<file path="config.mk">
export PLATFORM = sky130hd
export DESIGN_NAME = regwr_port
export DESIGN_NICKNAME = d
export VERILOG_FILES = /design/src/rtl/regwr_pkg.sv /design/src/rtl/prot_check.sv /design/src/rtl/pipe_fire_decode.sv /design/src/rtl/addr_step.sv /design/src/rtl/regwr_port.sv
export SDC_FILE = /design/constraint.sdc
export NUM_CORES = 1
export LEC_CHECK = 0
export ABC_AREA = 1
export BUFFER_PORTS_ARGS = -buffer_cell sky130_fd_sc_hd__buf_2
export CORE_ASPECT_RATIO = 0.5
export CORE_UTILIZATION = 40
export CTS_CLUSTER_SIZE = 14
export DETAILED_ROUTE_END_ITERATION = 16
export PLACE_DENSITY = 0.72
export SLEW_MARGIN = 20
export SYNTH_ARGS = -nofsm -noshare
export SYNTH_HDL_FRONTEND = slang
export SYNTH_HIERARCHICAL = 1
export SYNTH_SLANG_ARGS = --single-unit
</file>
<file path="constraint.sdc">
create_clock -name clk -period 1.7 [get_ports clk]
set_input_delay 0.17 -clock clk [delete_from_list [all_inputs] [get_ports clk]]
set_output_delay 0.17 -clock clk [all_outputs]
set_load 0.005 [all_outputs]
</file>
<file path="src/rtl/regwr_pkg.sv">
package regwr_pkg;
    typedef enum logic [1:0] {
        K_DATA    = 2'd0,
        K_TRUSTED = 2'd1,
        K_USER    = 2'd2,
        K_NONE    = 2'd3
    } cmd_kind_e;

    typedef enum logic [1:0] {
        ST_IDLE,
        ST_ARMED,
        ST_SEND,
        ST_FAULT
    } state_e;
endpackage

</file>
<file path="src/rtl/prot_check.sv">
module prot_check #(
    parameter int                    NENT = 4,
    parameter int                    OFFW = 18,
    parameter logic [NENT*OFFW-1:0]  BASES = '0,
    parameter logic [NENT*OFFW-1:0]  LENS  = '0
) (
    input  logic [OFFW-1:0] off,
    output logic            hit
);
    logic [NENT-1:0] win_hit;

    for (genvar i = 0; i < NENT; i++) begin : g_win
        localparam logic [OFFW:0] LO = {1'b0, BASES[i*OFFW +: OFFW]};
        localparam logic [OFFW:0] HI = LO + {1'b0, LENS[i*OFFW +: OFFW]};
        assign win_hit[i] = ({1'b0, off} >= LO) && ({1'b0, off} < HI);
    end

    assign hit = |win_hit;
endmodule

</file>
<file path="src/rtl/pipe_fire_decode.sv">
module pipe_fire_decode #(
    parameter int                 CODE_W    = 8,
    parameter logic [CODE_W-1:0]  DL_CODE_A = 8'h84,
    parameter logic [CODE_W-1:0]  DL_CODE_B = 8'h85
) (
    input  logic [CODE_W-1:0] code,
    output logic              fires
);
    assign fires = (code == DL_CODE_A) || (code == DL_CODE_B);
endmodule

</file>
<file path="src/rtl/addr_step.sv">
module addr_step #(
    parameter int AW        = 32,
    parameter int NOINC_BIT = 18
) (
    input  logic [AW-1:0] cur,
    output logic [AW-1:0] nxt
);
    always_comb begin
        if (cur[NOINC_BIT]) begin
            nxt = cur;
        end else begin
            nxt = {cur[AW-1:NOINC_BIT], cur[NOINC_BIT-1:0] + NOINC_BIT'(1)};
        end
    end
endmodule

</file>
<file path="src/rtl/regwr_port.sv">
module regwr_port
    import regwr_pkg::*;
#(
    parameter int                       AW        = 32,
    parameter int                       CODE_W    = 8,
    parameter int                       NOINC_BIT = 18,
    parameter int                       NENT      = 4,
    parameter logic [NENT*NOINC_BIT-1:0] PROT_BASE =
        {18'h00000, 18'h02000, 18'h00800, 18'h00100},
    parameter logic [NENT*NOINC_BIT-1:0] PROT_LEN  =
        {18'h00000, 18'h00100, 18'h00004, 18'h00010},
    parameter logic [CODE_W-1:0]        DL_CODE_A = 8'h84,
    parameter logic [CODE_W-1:0]        DL_CODE_B = 8'h85
) (
    input  logic          clk,
    input  logic          rst_n,
    input  logic          in_valid,
    output logic          in_ready,
    input  logic [1:0]    in_kind,
    input  logic [AW-1:0] in_value,
    output logic          wr_valid,
    input  logic          wr_ready,
    output logic [AW-1:0] wr_addr,
    output logic [AW-1:0] wr_data,
    output logic          wr_pipe,
    output logic          fault
);
    localparam int OFFW = NOINC_BIT;

    state_e        state, state_n;
    cmd_kind_e     kind;
    logic [AW-1:0] cur_addr, cur_next;
    logic [AW-1:0] wr_addr_q, wr_data_q;
    logic          accept, load, data_take, viol, in_hit, in_fires;

    prot_check #(
        .NENT (NENT), .OFFW (OFFW), .BASES (PROT_BASE), .LENS (PROT_LEN)
    ) u_prot (
        .off (in_value[OFFW-1:0]),
        .hit (in_hit)
    );

    pipe_fire_decode #(
        .CODE_W (CODE_W), .DL_CODE_A (DL_CODE_A), .DL_CODE_B (DL_CODE_B)
    ) u_fire (
        .code  (in_value[AW-1 -: CODE_W]),
        .fires (in_fires)
    );

    addr_step #(.AW (AW), .NOINC_BIT (NOINC_BIT)) u_step (
        .cur (cur_addr),
        .nxt (cur_next)
    );

    assign kind      = cmd_kind_e'(in_kind);
    assign in_ready  = (state != ST_SEND);
    assign accept    = in_valid && in_ready;
    assign load      = accept && ((kind == K_TRUSTED) || (kind == K_USER));
    assign viol      = (kind == K_USER) && in_hit;
    assign data_take = accept && (kind == K_DATA) && (state == ST_ARMED);

    // next-state logic
    always_comb begin
        state_n = state;
        unique case (state)
            ST_IDLE, ST_ARMED, ST_FAULT: begin
                if (load) begin
                    if (viol)          state_n = ST_FAULT;
                    else if (in_fires) state_n = ST_SEND;
                    else               state_n = ST_ARMED;
                end else if (data_take) begin
                    state_n = ST_SEND;
                end
            end
            ST_SEND: begin
                if (wr_ready) state_n = ST_ARMED;
            end
        endcase
    end

    // state register
    always_ff @(posedge clk or negedge rst_n) begin
        if (!rst_n) state <= ST_IDLE;
        else        state <= state_n;
    end

    // output and address registers
    always_ff @(posedge clk or negedge rst_n) begin
        if (!rst_n) begin
            cur_addr  <= '0;
            wr_addr_q <= '0;
            wr_data_q <= '0;
        end else if (load) begin
            cur_addr <= in_value;
            if (!viol && in_fires) begin
                wr_addr_q <= in_value;
                wr_data_q <= '0;
            end
        end else if (data_take) begin
            wr_addr_q <= cur_addr;
            wr_data_q <= in_value;
            cur_addr  <= cur_next;
        end
    end

    assign wr_valid = (state == ST_SEND);
    assign fault    = (state == ST_FAULT);
    assign wr_addr  = wr_addr_q;
    assign wr_data  = wr_data_q;
    assign wr_pipe  = |wr_addr_q[AW-1 -: CODE_W];
endmodule

</file>
==> qor.txt <==
Status: finished clean
Syn-to-layout area delta: 18.6%
CTS clk-pin slew, worst paths: 70 ps
Diode count: 0
Sequential area share after synthesis: 45.0%
CTS tree: done
Highest clock rate: 621 MHz
Clock Skews: 3.90 ps
Routed Antenna Nets: 0
Most used routing layer: met2
Syn Area/Cell: 7.75 um^2
Hold path endpoint: wr_data[23]$_DFFE_PN0P_
Final Cycle Share: 94.7%
Final-report max-slew violation count: 0
Combinational power share: 35.5%
PortBufs: 105
Largest net degree at the start of global routing: 45
Post-route setup slack: 89.8 ps
Synth Warn #: 6
Commonest non-fill, non-tap cells in the layout: nand2_1 (278), nand3_1 (146), buf_2 (104)
Pint: 6.63 mW
Switching share of total power: 36.5%
Wirelength per Cell: 14.4 um
Cells after Synth: 703
Mapped Nets: 744
Pre-CTS setup slack: -16.5 ps
FF+latch count, synth: 98
Min cycle time layout: 1610 ps
Vias in the first global route: 4868
Dominant cell type by area after synthesis: dfrtp_1
Worst-Skew Late Latency: 350 ps
Unrepaired setup endpoints after global routing: no
Initial core utilization: 42.0%
Psw: 3.81 mW
Met3 Resource Use GR: 4.20%
Initial antenna violation count: 1
Register-to-Register Setup Slack: 130 ps
Worst path required time: 1530 ps
Stages on worst setup path: 4
Hold path cells: 3
Top post-synthesis cells by area: dfrtp_1 (45%), nand2_1 (19%), nand3_1 (13%), nand3_2 (3.7%), buf_4 (2.8%)
Vias after detailed routing: 4959
Htree depth: 3
I/O pin count: 106
GP Congestion: 0.852
Endpoints failing hold: 0
P_leak: 3.63 nW
Die Y: 84.5 um
Iteration-0 DRC Markers: 383
Sink Count: 98
Hold Path Origin: in_value[23]
CTS max path bufs: 2
HP Class: in -> reg
Reg2Reg Launch Point: state[0]$_DFFE_PN0P_
Commonest non-fill, non-tap cell in the layout: nand2_1
Class of the most critical setup path: reg -> out
Clock root buffer: clkbuf_16
Synth unique cells: 30
DRC violation count after routing: 0
Final Net Count: 837
Post-synthesis instance area: 5450 um^2
Area share of the largest cell type after synthesis: 45.0%
Reg2Reg Depth: 8
Dpl hpwl: 9660 um
Worst slew pin tran: 533 ps
Layout cells sized above 1: 24.6%
Remaining global-route overflow: 0
Clk pwr share: 24.1%
Peak VDD IR: 0.000755 V
Pre-Repair DR Iteration Count: 4
Drt via density: 5.11
Placed inst area: 6050 um^2
Num rows: 29
Rel. slew slack: 64.5%
Power Density: 1620 nW/um^2
Grt met1 use: 27.5%
Flop pwr share: 40.4%
Critical Path Slowest Stage Cell: dfrtp_1
CP Capture Type: output port
Design area: 6460 um^2
First-pass GRT wire length: 23500 um
RR Endpoint: wr_data[11]$_DFFE_PN0P_
Final wirelength: 13900 um
CP max FO: 22
Core area: 13000 um^2
Final Setup Violations: 0
GR Util met2: 34.2%
Worst path bufs/invs: 3
Critical path's largest stage delay: 450 ps
Fillcell total: 1263
GRT Util Overall: 20.8%
Cell family with most CP delay: flip-flops
Post-CTS Setup Inserts: 0
Worst-path cell chain: nand2_4, buf_8, inv_1, buf_2
Die width: 167 um
TritonCTS Buffers: 9
Max-cap viol count: 0
Die ar.: 14100 um^2
Arrival time at the worst endpoint: 1440 ps
Worst setup SP type: register
==> through the flow <==
stage	setup TNS [ps]	utilization (%)	total power, mW	instances	hold WS [ps]
2_1_floorplan	0	-	6.65	703	-126
3_3_place_gp	0	46.7	7.77	953	172
3_5_place_dp	-84.0	46.7	7.88	953	192
4_1_cts	0	49.7	10.5	970	39.2
5_1_grt	0	49.9	11.2	971	50.4
6_report	0	49.9	10.4	971	43.8
==> state kept, by name (all words and copies together) (netlist names) <==
register  flops
state         2
wr_data      32
wr_addr      32
cur_addr     32
==> final cells by class <==
class                   count  area, um^2  area share, %
clock inverters             5         125           1.94
clock buffers              11         243           3.76
flip-flops and latches     98        2450           38.0
multi-input cells         517        2480           38.4
well taps                 170         213           3.29
inverters                  36         135           2.09
repair buffers            134         806           12.5
==> synth_stat cells <==
cell type  count
nand4_2        1
nand2_4        3
nand3_2       20
a21oi_4        1
nor3_1         3
inv_2          7
nor4_1         2
buf_2         16
buf_4         20
o21ai_0        3
inv_1         29
nor2_4         4
xor2_1         6
ha_1           3
buf_6          8
nand2_2        5
a21oi_1        1
buf_8          4
nor3_2         1
o21bai_1       1
nand3_1      146
nand2_1      279
nand4_1        6
clkbuf_1       5
nor2_1        21
xnor2_1        4
dfrtp_1       98
o21ai_1        1
or2_0          1
nor2_2         4
==> power by group through the flow <==
| stage | Clock, mW | Combinational, mW | Sequential [mW] |
|---|---|---|---|
| floorplan | 0 | 2.44 | 4.21 |
| finish | 2.52 | 3.70 | 4.22 |
| CTS | 2.56 | 3.69 | 4.20 |
| detailed placement | 0 | 3.66 | 4.22 |
| global route | 2.64 | 4.22 | 4.37 |
| global placement | 0 | 3.57 | 4.21 |
==> worst max path at each step <==
stage                             from                       end  slack [ps]
3_3_place_gp                in_kind[0]      state[1]$_DFFE_PN0P_          10
5_1_grt           state[1]$_DFFE_PN0P_   wr_data[16]$_DFFE_PN0P_           7
4_1_cts           state[0]$_DFFE_PN0P_                  wr_valid          60
6_report          state[1]$_DFFE_PN0P_                  wr_valid          90
3_5_place_dp                in_kind[0]      state[0]$_DFFE_PN0P_         -20
2_1_floorplan  cur_addr[0]$_DFFE_PN0P_  cur_addr[14]$_DFFE_PN0P_         290
==> routing by layer <==
metal / part of all wire [%] / wire (um) / vias to the layer above
li1: - / - / 2426
met1: 46 / 6450 / 2371
met2: 47 / 6570 / 136
met3: 4.9 / 686 / 24
met4: 1.5 / 213 / 2
met5: 0.093 / 13 / -
==> cells by family after synthesis <==
group,synth area share [%]
AOI/OAI and AO/OA,0.896
DFF,45.0
and+or+nand+nor,42.0
xor gates and xnor gates,1.61
buffers and inverters,9.81
adders and majority gates,0.689
==> worst reg2reg max path, delay by kind of cell, from the launching register on <==
kind                   cells  cell delay [ps]
buffers and inverters      3              440
DFF                        1              440
and+or+nand+nor            5              630
==> timing repair <==
item | in CTS | in global routing
endpoints found under the setup margin | 1 | 58
gates resized for setup | 1 | 4
endpoints found under the hold margin | 35 | 0
gates cloned | 0 | 1
pin swaps | 0 | 1
hold buffers | 1 | 0
No activity file was read; power rests on OpenSTA's default activity.
